$ cat src/rtl/pmon_lock_pkg.sv
// Shared constants and the local-word decode for the lock-gated front end.
// Assumes word-aligned 4 KB window; offsets are word indices (byte offset / 4).
package pmon_lock_pkg;
    localparam int ADDR_W   = 12;
    localparam int DATA_W   = 32;
    localparam int CLAIM_W  = 8;
    localparam int WORD_W   = ADDR_W - 2;

    localparam logic [DATA_W-1:0] UNLOCK_KEY = 32'hC5AC_CE55;

    localparam logic [WORD_W-1:0] W_CLAIM_SET = 10'h3E8;  // 0xFA0
    localparam logic [WORD_W-1:0] W_CLAIM_CLR = 10'h3E9;  // 0xFA4
    localparam logic [WORD_W-1:0] W_LOCK_KEY  = 10'h3EC;  // 0xFB0
    localparam logic [WORD_W-1:0] W_LOCK_STAT = 10'h3ED;  // 0xFB4
    localparam logic [WORD_W-1:0] W_AUTH      = 10'h3EE;  // 0xFB8
    localparam logic [WORD_W-1:0] W_DEVTYPE   = 10'h3F3;  // 0xFCC

    localparam logic [3:0] DEV_CLASS   = 4'h6;
    localparam logic [3:0] DEV_SUBTYPE = 4'h1;

    typedef enum logic [2:0] {
        SEL_NONE,
        SEL_CLAIM_SET,
        SEL_CLAIM_CLR,
        SEL_LOCK_KEY,
        SEL_LOCK_STAT,
        SEL_AUTH,
        SEL_DEVTYPE
    } word_sel_e;
endpackage

$ cat src/rtl/pmon_addr_decode.sv
// Maps a byte offset onto one of the local words, or SEL_NONE for anything
// handled downstream. Assumes bits [1:0] carry no meaning (word accesses only).
module pmon_addr_decode
    import pmon_lock_pkg::*;
(
    input  logic [WORD_W-1:0] word_idx,
    output word_sel_e         sel
);
    // Purpose: pure compare of the word index against the local map.
    always_comb begin
        unique case (word_idx)
            W_CLAIM_SET: sel = SEL_CLAIM_SET;
            W_CLAIM_CLR: sel = SEL_CLAIM_CLR;
            W_LOCK_KEY:  sel = SEL_LOCK_KEY;
            W_LOCK_STAT: sel = SEL_LOCK_STAT;
            W_AUTH:      sel = SEL_AUTH;
            W_DEVTYPE:   sel = SEL_DEVTYPE;
            default:     sel = SEL_NONE;
        endcase
    end
endmodule

$ cat src/rtl/pmon_lock_ctrl.sv
// Holds the software lock. Engaged from reset; a key-word write opens it only
// with the exact key, any other value closes it. Assumes key_wr is already
// qualified as a valid write to the key word (the lock never gates that word).
module pmon_lock_ctrl
    import pmon_lock_pkg::*;
(
    input  logic              clk,
    input  logic              rst_n,
    input  logic              key_wr,
    input  logic [DATA_W-1:0] key_data,
    output logic              locked
);
    // Purpose: lock state register, updated only by key-word writes.
    always_ff @(posedge clk) begin
        if (!rst_n)      locked <= 1'b1;
        else if (key_wr) locked <= (key_data != UNLOCK_KEY);
    end

    // the exact key opens the lock on the next cycle
    a_r2_key_opens: assert property (@(posedge clk) disable iff (!rst_n)
        (key_wr && key_data == UNLOCK_KEY) |=> !locked);
    // any other key value closes it
    a_r2_bad_key_closes: assert property (@(posedge clk) disable iff (!rst_n)
        (key_wr && key_data != UNLOCK_KEY) |=> locked);
    // without a key write the lock state never moves
    a_r3_lock_stable: assert property (@(posedge clk) disable iff (!rst_n)
        !key_wr |=> $stable(locked));
endmodule

$ cat src/rtl/pmon_claim_tags.sv
// Eight claim bits with separate set and clear strobes (write-one semantics).
// Assumes set_en and clr_en are already gated by the lock and never both high.
module pmon_claim_tags
    import pmon_lock_pkg::*;
#(
    parameter int NBITS = CLAIM_W
) (
    input  logic             clk,
    input  logic             rst_n,
    input  logic             set_en,
    input  logic             clr_en,
    input  logic [NBITS-1:0] mask,
    output logic [NBITS-1:0] tags
);
    // Purpose: per-bit set/clear of the claim register.
    always_ff @(posedge clk) begin
        if (!rst_n)      tags <= '0;
        else if (set_en) tags <= tags | mask;
        else if (clr_en) tags <= tags & ~mask;
    end

    // no accepted strobe, no change
    a_r3_tags_hold: assert property (@(posedge clk) disable iff (!rst_n)
        !(set_en || clr_en) |=> $stable(tags));
    // every masked bit is set afterwards
    a_r5_set_bits: assert property (@(posedge clk) disable iff (!rst_n)
        set_en |=> ((tags & $past(mask)) == $past(mask)));
    // every masked bit is clear afterwards, unmasked bits kept
    a_r6_clear_bits: assert property (@(posedge clk) disable iff (!rst_n)
        clr_en |=> ((tags & $past(mask)) == '0 &&
                    (tags & ~$past(mask)) == ($past(tags) & ~$past(mask))));
endmodule

$ cat src/rtl/pmon_read_mux.sv
// Builds read data for the local words; zero for the key word, for any
// downstream offset and when no read is in progress. Independent of the lock
// except for the status bit that reports it.
module pmon_read_mux
    import pmon_lock_pkg::*;
(
    input  logic               rd_en,
    input  word_sel_e          sel,
    input  logic               locked,
    input  logic [CLAIM_W-1:0] tags,
    input  logic               sec_nonintr_dbg,
    output logic [DATA_W-1:0]  rdata
);
    // Purpose: select the read word for the decoded local register.
    always_comb begin
        rdata = '0;
        if (rd_en) begin
            unique case (sel)
                SEL_CLAIM_SET: rdata[CLAIM_W-1:0] = '1;
                SEL_CLAIM_CLR: rdata[CLAIM_W-1:0] = tags;
                SEL_LOCK_STAT: rdata[2:0] = {1'b0, locked, 1'b1};
                SEL_AUTH:      rdata[7:0] = {1'b1, sec_nonintr_dbg, 6'b0};
                SEL_DEVTYPE:   rdata[7:0] = {DEV_SUBTYPE, DEV_CLASS};
                default:       rdata = '0;
            endcase
        end
    end
endmodule

$ cat src/rtl/pmon_lock_front.sv
// Top of the lock-gated register front end. Decodes single-cycle word
// accesses, applies the software lock to every write but the key word,
// serves the local words and forwards accepted downstream writes.
// Assumes each access is one cycle of acc_valid.
module pmon_lock_front
    import pmon_lock_pkg::*;
(
    input  logic              clk,
    input  logic              rst_n,
    input  logic              acc_valid,
    input  logic              acc_write,
    input  logic [ADDR_W-1:0] acc_addr,
    input  logic [DATA_W-1:0] acc_wdata,
    input  logic              sec_nonintr_dbg,
    output logic [DATA_W-1:0] acc_rdata,
    output logic              fwd_valid,
    output logic [ADDR_W-1:0] fwd_addr,
    output logic [DATA_W-1:0] fwd_wdata,
    output logic              write_dropped
);
    word_sel_e          sel;
    logic               locked;
    logic [CLAIM_W-1:0] tags;
    logic               wr_any;
    logic               wr_ok;
    logic               wr_blocked;

    pmon_addr_decode u_dec (
        .word_idx (acc_addr[ADDR_W-1:2]),
        .sel      (sel)
    );

    // Purpose: classify the current write against the lock.
    always_comb begin
        wr_any     = acc_valid && acc_write;
        wr_ok      = wr_any && (!locked || sel == SEL_LOCK_KEY);
        wr_blocked = wr_any && locked && sel != SEL_LOCK_KEY;
    end

    pmon_lock_ctrl u_lock (
        .clk      (clk),
        .rst_n    (rst_n),
        .key_wr   (wr_any && sel == SEL_LOCK_KEY),
        .key_data (acc_wdata),
        .locked   (locked)
    );

    pmon_claim_tags #(.NBITS(CLAIM_W)) u_claim (
        .clk    (clk),
        .rst_n  (rst_n),
        .set_en (wr_ok && sel == SEL_CLAIM_SET),
        .clr_en (wr_ok && sel == SEL_CLAIM_CLR),
        .mask   (acc_wdata[CLAIM_W-1:0]),
        .tags   (tags)
    );

    pmon_read_mux u_rd (
        .rd_en           (acc_valid && !acc_write),
        .sel             (sel),
        .locked          (locked),
        .tags            (tags),
        .sec_nonintr_dbg (sec_nonintr_dbg),
        .rdata           (acc_rdata)
    );

    // Purpose: pass accepted writes for non-local offsets downstream.
    always_comb begin
        fwd_valid = wr_ok && sel == SEL_NONE;
        fwd_addr  = acc_addr;
        fwd_wdata = acc_wdata;
    end

    // Purpose: one-cycle notice that the lock swallowed a write.
    always_ff @(posedge clk) begin
        if (!rst_n) write_dropped <= 1'b0;
        else        write_dropped <= wr_blocked;
    end

    // nothing leaves the block while it is locked
    a_r3_no_fwd_locked: assert property (@(posedge clk) disable iff (!rst_n)
        fwd_valid |-> !locked);
    // a read never produces a dropped-write pulse
    a_r10_read_no_drop: assert property (@(posedge clk) disable iff (!rst_n)
        (acc_valid && !acc_write) |=> !write_dropped);
    // dropped pulse only follows a write made while locked
    a_r3_drop_cause: assert property (@(posedge clk) disable iff (!rst_n)
        (!acc_valid || !acc_write) |=> !write_dropped);
endmodule

$ cat config.mk
export PLATFORM = sky130hd
export DESIGN_NAME = pmon_lock_front
export DESIGN_NICKNAME = d
export VERILOG_FILES = /design/src/rtl/pmon_lock_pkg.sv /design/src/rtl/pmon_addr_decode.sv /design/src/rtl/pmon_lock_ctrl.sv /design/src/rtl/pmon_claim_tags.sv /design/src/rtl/pmon_read_mux.sv /design/src/rtl/pmon_lock_front.sv
export SDC_FILE = /design/constraint.sdc
export NUM_CORES = 1
export LEC_CHECK = 0
export BUFFER_PORTS_ARGS = -buffer_cell sky130_fd_sc_hd__buf_2
export CAP_MARGIN = 25
export CORE_UTILIZATION = 37
export DETAILED_ROUTE_END_ITERATION = 10
export PLACE_DENSITY = 0.81
export SYNTH_ARGS = -nofsm -noshare
export SYNTH_HDL_FRONTEND = slang
export SYNTH_HIERARCHICAL = 1
export SYNTH_SLANG_ARGS = --single-unit
$ cat constraint.sdc
create_clock -name clk -period 4.55 [get_ports clk]
set_input_delay 0.91 -clock clk [delete_from_list [all_inputs] [get_ports clk]]
set_output_delay 0.91 -clock clk [all_outputs]
set_load 0.1 [all_outputs]
# After elaboration in Yosys (flattened, before gate mapping)

Index checks and enable logic that the tools add are counted.

Register bits: 10
Latch bits: 0
RAM bits: 0
ROM bits: 0
Bits of input ports: 49
Output and inout port bits: 78
Word-level logic and storage cells: 40
Memories: 0

$add $sub $neg: 0
Multiply operators: 0
Divide/modulo/power cells: 0
Order comparisons: 0
Equality and inequality tests: 14
Shift-type cells: 0
Muxes and demuxes: 6
Bitwise operators: 3
Reductions and logical operators: 14

Operator list:

| cell                   | number |
|---|---|
| $eq A10 B10 Y1 const B | 6 |
| $ne A32 B32 Y1 const B | 1 |
| $mux W8                | 3 |
| $pmux W5 S4            | 1 |
| $pmux W3 S6            | 1 |
| $pmux W3 S4            | 1 |
| $eq A3 B3 Y1 const B   | 3 |
| $logic_and A1 B1 Y1    | 9 |
| $and A8 B8 Y8          | 1 |
| $not A8 Y8             | 1 |
| $or A8 B8 Y8           | 1 |
| $eq A3 B2 Y1 const B   | 2 |
| $eq A3 B1 Y1 const B   | 1 |
| $logic_not A3 Y1       | 1 |
| $ne A3 B2 Y1 const B   | 1 |
| $logic_not A1 Y1       | 2 |
| $reduce_bool A2 Y1     | 1 |
| $logic_or A1 B1 Y1     | 1 |

# Logic depth before layout (Yosys ltp)

Gate-level depths: netlist of run 1.

Depth in word-level cells: 8
Mapped depth: 8
Gate-level depth less buffers: 8

# By module

The synthesis of run 1 kept the hierarchy.

Modules (own cells, without submodules):

| module           | instances | cells an instance | area each (sq um) | seq. area each (sq um) |
|---|---|---|---|---|
| pmon_lock_front  | 1         | 56                | 451.7             | 20.0 |
| pmon_claim_tags  | 1         | 34                | 334.1             | 160.2 |
| pmon_read_mux    | 1         | 51                | 330.3             | 0.0 |
| pmon_lock_ctrl   | 1         | 17                | 131.4             | 20.0 |
| pmon_addr_decode | 1         | 14                | 86.3              | 0.0 |

# Least setup slack after synthesis of run 1

No wires, ideal clock.

Path type: input-to-output
From: input acc_addr[9]
To: output acc_rdata[6]
Arrival time: 4386 ps
Data required time: 3640 ps
Path slack: -746 ps
Cell stages on the path: 6
Buffers on the path: 0
Path through: and3_1 nand3_1 a2111oi_0 nor2b_2 o21ai_1 a21boi_1

Longest elaborated chain between the ends: 5
Elaborated cells on any way between the ends: 13
Those cells by class: 10 x eq/ne; 3 x mux

Ends and longest elaborated chain:

| item                                 | line                   | source |
|---|---|---|
| start: declaration                   | pmon_lock_front.sv:12  | `input logic [ADDR_W-1:0] acc_addr,` |
| $eq A10 B10 Y1                       | pmon_addr_decode.sv:11 | `unique case (word_idx)` |
| $pmux W3 S6 *                        | pmon_addr_decode.sv:11 |  |
| net sel[0]                           | pmon_lock_front.sv:21  | `word_sel_e sel;` |
| $eq A3 B3 Y1 (tied with other cells) | pmon_read_mux.sv:18    | `unique case (sel)` |
| $pmux W5 S4 *                        | pmon_read_mux.sv:18    |  |
| $mux W8 *                            | pmon_read_mux.sv:17    | `if (rd_en) begin` |
| end: declaration                     | pmon_lock_front.sv:15  | `output logic [DATA_W-1:0] acc_rdata,` |

The timed path passes the listed nets; every way through them passes the cells marked *.

# Worst setup path after layout of run 1

From: input acc_addr[3]
To: output acc_rdata[2]

Longest elaborated chain between the ends: 5
Elaborated cells on any way between the ends: 13
Those cells by class: 10 x eq/ne; 3 x mux

Ends and longest elaborated chain:

| item                                 | line |
|---|---|
| $eq A10 B10 Y1                       | pmon_addr_decode.sv:11 |
| $pmux W3 S6 *                        | pmon_addr_decode.sv:11 |
| net sel[1]                           | pmon_lock_front.sv:21 |
| $eq A3 B3 Y1 (tied with other cells) | pmon_read_mux.sv:18 |
| $pmux W3 S4 *                        | pmon_read_mux.sv:18 |
| $mux W8 *                            | pmon_read_mux.sv:17 |

Marks and branches as above.

==> results.txt, run 1 <==
Status = completed
Post-DP HPWL = 2.36 mm
Fraction of layout cells with a size suffix above 1 = 0.576
Slew headroom = 0.505
Die height = 62.0 µm
Routed len/inst = 9.80 µm
Synthesis Warnings = 6
Min Tclk post-route = 3.69 ns
Worst Path Required = 3.64 ns
Final number of setup-violating endpoints = 0
Synth cell types = 41
Period utilisation layout = 0.811
RSZ-0062 raised after global routing = false
Static leakage power = 0.796 nW
Post-CTS Resized = 0
Post-synth EDFFs = 0
Hold Fails Final Rpt = 0
R2R cell count = 4
Critical Path Sink Type = output pin
Max-cap violations = 0
Clock root cell = clkbuf_4
Row count = 21
Slew Limit Fails = 0
WHS = 0.491 ns
CTS tree = done
Crit path from = acc_addr[3]
Routed WL = 2.70 mm
Fmax = 271 MHz
CP startpoint kind = input pin
Slew @ Worst Pin = 0.742 ns
Global-route wire length before repair = 4.11 mm
Post-Place Cells = 271
Nets@finish = 279
Pin count of the biggest net entering global routing = 20
Core Box Area = 3390 µm²
DR WL met3 = 212 µm
Worst skew pair latency = 0.26 ns
Hold_buf cts = 0
Gpl congestion = 0.746
Yosys reg bits = 10
Worst setup path end = acc_rdata[2]
Power density cells = 279 nW/µm²
Detail Route Antenna Nets = 0
ANT cells = 0
Vias in the first global route = 996
Die ar. = 3850 µm²
Max Used Layer = met4
Grt total ovfl = 0
Fill cells = 335
WS Path Type = in -> out
Synthesized cell area = 1330 µm²
Hold WC Path Type = reg -> reg
Post-synth ARST share = 0
Peak VDD IR = 0.162 mV
Worst-path clk slew = 0.06 ns
Final instance area = 1640 µm²
Clock tree buffer depth = 2
Seq/Total Area, Yosys = 0.150
Mapped Cells = 172
CTS buffer count = 3
Clock Sink Count = 10
Final Non-Filler Cells = 275
Placed cell areas = 1600 µm²
DRC violations left = 0
# IOs = 127
Worst reg-to-reg setup slack = 3.04 ns
Die width = 62.0 µm
Postcts setup bufs = 0
Routed wl met2 = 1.35 mm
Max FO, Critical Path = 10
Metal-1 WL = 1.10 mm
Total track usage = 0.143
FF-to-FF Start = u_lock/locked$_SDFFE_PN1P_
H-tree Lvls = 1
Initial core utilization = 0.394
Final Power = 0.457 mW
Layout area overhead = 22.9%
Vias = 1,254
DR pass1 iterations = 4
Ys flop type = dfxtp_1
Avg Cell Area, Syn = 7.75 µm²
IO buf count = 98
DR vias/cell = 4.56
Commonest non-fill, non-tap cell in the layout = buf_2
Worst Skew = 0.000540 ns
1st-iter DRT viols = 49
Commonest cells after routing, fill and taps aside = buf_2 (90), conb_1 (24), nand2_1 (16)
WP data arrival = 2.78 ns
Antenna violations before repair = 0
[final cells by class]
class,instances,area (µm²),area share
Timing Repair Buffer,100,626,0.382
Clock buffer,4,36.3,0.0221
Tap cell,46,57.6,0.0351
Sequential cell,10,200,0.122
Multi-Input combinational cell,112,708,0.432
Inverter,3,11.3,0.00687
[power by group]
group / switching [mW] / internal, mW
Clock: 0.0287 / 0.0485
Sequential: 0.000109 / 0.0879
Combinational: 0.259 / 0.0332
[cell families (layout without fill, tap and decap cells)]
| group | after synthesis | after routing | synth area share |
|---|---|---|---|
| other cells | 1 | 24 | 0.00281 |
| compound gates | 27 | 27 | 0.149 |
| buf+inv | 73 | 107 | 0.403 |
| flops | 10 | 10 | 0.150 |
| simple gates | 60 | 60 | 0.288 |
| xor+xnor | 1 | 1 | 0.00657 |
[worst max-delay path, cell delays in order]
cell	delay, ns
buf_2	0.12
nor3b_1	0.26
nand2_1	0.09
a21oi_1	0.61
and2b_4	0.31
o21ai_1	0.09
a21boi_2	0.19
buf_12	0.19
[per-stage QoR]
stage               worst slack, ns  TNS (ns)   util
finish                        0.858         0  0.484
global route                  0.660         0  0.484
CTS                           0.856         0  0.484
detailed placement            0.854         0  0.473
global placement              0.896         0  0.473
floorplan                  -0.00587  -0.00587      -
[worst min-delay path by stage]
stage               startpoint   endpoint  slack, ns  cells past startpoint
global placement     flip-flop  flip-flop       0.47                      1
CTS                  flip-flop  flip-flop       0.49                      1
detailed placement   flip-flop  flip-flop       0.48                      1
finish               flip-flop  flip-flop       0.49                      1
global route         flip-flop  flip-flop       0.53                      1
floorplan            flip-flop  flip-flop       0.45                      1
[per-layer routing]
metal / vias to the layer above / GRT usage
met1: 553 / 0.172
met3: 4 / 0.0124
met4: 0 / 0.0476
li1: 623 / -
met5: - / 0
met2: 74 / 0.264
[Yosys cell counts, types with 2 or more instances]
cell type,n,area (µm²)
a21oi_1,3,15.0
nand4_1,2,12.5
a21boi_1,4,30.0
nand3_1,6,30.0
a31o_1,3,26.3
a31o_2,5,43.8
nor3b_1,2,15.0
and4bb_1,2,25.0
o21ai_1,4,20.0
inv_2,2,7.51
buf_4,68,510
dfxtp_1,10,200
nor2_1,8,30.0
nand2_1,16,60.1
a31oi_1,2,12.5
nor3_1,2,10.0
and3_1,3,18.8
nor3b_2,2,25.0
and3_2,6,45.0
Note: power is estimated with default switching activity, not from simulation.
==> run 2, diff against run 1 <==
Clock period 4.55 ns to 3.61 ns, I/O delays scaled along.
==> results.txt, run 2 (synthesis results as in run 1) <==
Max-cap violations = 0 (unchanged)
Post-DP HPWL = 2.73 mm (was 2.36 mm)
Routed WL = 3.14 mm (was 2.70 mm)
CTS buffer count = 3 (unchanged)
DR pass1 iterations = 4 (unchanged)
Detail Route Antenna Nets = 0 (unchanged)
Critical Path Sink Type = output pin (unchanged)
# IOs = 127 (unchanged)
Gpl congestion = 0.747 (was 0.746)
Power density cells = 342 nW/µm² (was 279 nW/µm²)
Final Non-Filler Cells = 276 (was 275)
Clock tree buffer depth = 2 (unchanged)
WP data arrival = 2.54 ns (was 2.78 ns)
Peak VDD IR = 0.225 mV (was 0.162 mV)
Antenna violations before repair = 0 (unchanged)
DR vias/cell = 4.53 (was 4.56)
Hold_buf cts = 0 (unchanged)
Total track usage = 0.163 (was 0.143)
Fraction of layout cells with a size suffix above 1 = 0.587 (was 0.576)
Post-Place Cells = 272 (was 271)
Commonest non-fill, non-tap cell in the layout = buf_2 (unchanged)
Initial core utilization = 0.394 (unchanged)
Core Box Area = 3390 µm² (unchanged)
Hold WC Path Type = reg -> reg (unchanged)
WS Path Type = in -> out (unchanged)
Final number of setup-violating endpoints = 0 (unchanged)
Final Power = 0.581 mW (was 0.457 mW)
Worst Path Required = 2.89 ns (was 3.64 ns)
Routed len/inst = 11.4 µm (was 9.80 µm)
Vias in the first global route = 1,097 (was 996)
Placed cell areas = 1660 µm² (was 1600 µm²)
Hold depth = 1 (unchanged)
Combined buffer and inverter count along the critical path = 3 (was 2)
1st-iter DRT viols = 50 (was 49)
H-tree Lvls = 1 (unchanged)
ANT cells = 0 (unchanged)
Row count = 21 (unchanged)
Fmax = 307 MHz
Crit path max-delay family = compound AO/OA/AOI/OAI gates (unchanged)
Die width = 62.0 µm (unchanged)
Die ar. = 3850 µm² (unchanged)
Worst Skew = 0.00522 ns (was 0.000540 ns)
DRC violations left = 0 (unchanged)
Clock Sink Count = 10 (unchanged)
Post-CTS Resized = 0 (unchanged)
Static leakage power = 0.815 nW (was 0.796 nW)
Worst path cell trace = buf_2 > and3_1 > nand3_1 > a2111oi_2 > buf_4 > and2b_4 > a211oi_1 > nor2_4 > buf_12 (was buf_2 > nor3b_1 > nand2_1 > a21oi_1 > and2b_4 > o21ai_1 > a21boi_2 > buf_12)
RSZ-0062 raised after global routing = false (unchanged)
Final instance area = 1700 µm² (was 1640 µm²)
Slowest stage delay, CP = 0.39 ns (was 0.61 ns)
Slew Limit Fails = 0 (unchanged)
Layout area overhead = 27.4% (was 22.9%)
Status = completed (unchanged)
Setup TNS Final = 0 ns (unchanged)
Commonest cells after routing, fill and taps aside = buf_2 (90), conb_1 (24), nand2_1 (16) (unchanged)
Worst-path clk slew = 0.06 ns (about the same)
Period utilisation layout = 0.903
Postcts setup bufs = 0 (unchanged)
CTS tree = done (unchanged)
Vias = 1,249 (was 1,254)
Clock root cell = clkbuf_4 (unchanged)
Nets@finish = 280 (was 279)
Hold Fails Final Rpt = 0 (unchanged)
Grt total ovfl = 0 (unchanged)
Worst skew pair latency = 0.26 ns (about the same)
IO buf count = 98 (unchanged)
CP startpoint kind = input pin (unchanged)
Slowest cell on the critical path = a2111oi_2 (was a21oi_1)
R2R cell count = 4 (unchanged)
CP Depth = 9 (was 8)
Max FO, Critical Path = 8 (was 10)
Min Tclk post-route = 3.26 ns
Global-route wire length before repair = 4.70 mm (was 4.11 mm)
Pin count of the biggest net entering global routing = 20 (unchanged)
Die height = 62.0 µm (unchanged)
## run 2: layout make-up
class / count / area (µm²)
sequential: 10 / 200
tap: 46 / 57.6
clock buffer: 4 / 36.3
fill: 341 / 1690
timing repair buffer: 101 / 633
multi-input combinational: 112 / 761
inverter: 3 / 11.3
## run 2: through the flow
stage / setup slack, ns / utilization / hold WS, ns
after global placement: 0.378 / 0.491 / 0.461
after detailed placement: 0.334 / 0.491 / 0.478
after floorplan: -0.483 / - / 0.449
after CTS: 0.333 / 0.501 / 0.493
final: 0.350 / 0.501 / 0.490
after global routing: 0.153 / 0.501 / 0.518
## run 2: layer usage
layer | wire (µm) | GRT usage | part of all wire | vias up
met5 | 0 | 0 | 0 | -
met4 | 0 | 0.0476 | 0 | 0
met3 | 220 | 0.0124 | 0.070 | 0
met2 | 1680 | 0.313 | 0.54 | 67
met1 | 1240 | 0.189 | 0.39 | 562
li1 | - | - | - | 620
## run 2: path summary, 6_finish.rpt
kind                                            startpoint           end  slack (ns)
worst max-delay path                           acc_addr[9]  acc_rdata[0]        0.35
worst min-delay path                             flip-flop     flip-flop        0.49
worst max register to register  u_lock/locked$_SDFFE_PN1P_     flip-flop        2.07
worst min register to register                   flip-flop     flip-flop        0.49
## run 2: report_power, final
part	switching [mW]	internal (mW)	leakage, nW
Clock	0.0372	0.0612	0.0210
Sequential	0.000103	0.111	0.0807
Combinational	0.329	0.0429	0.714
Total	0.367	0.215	0.815
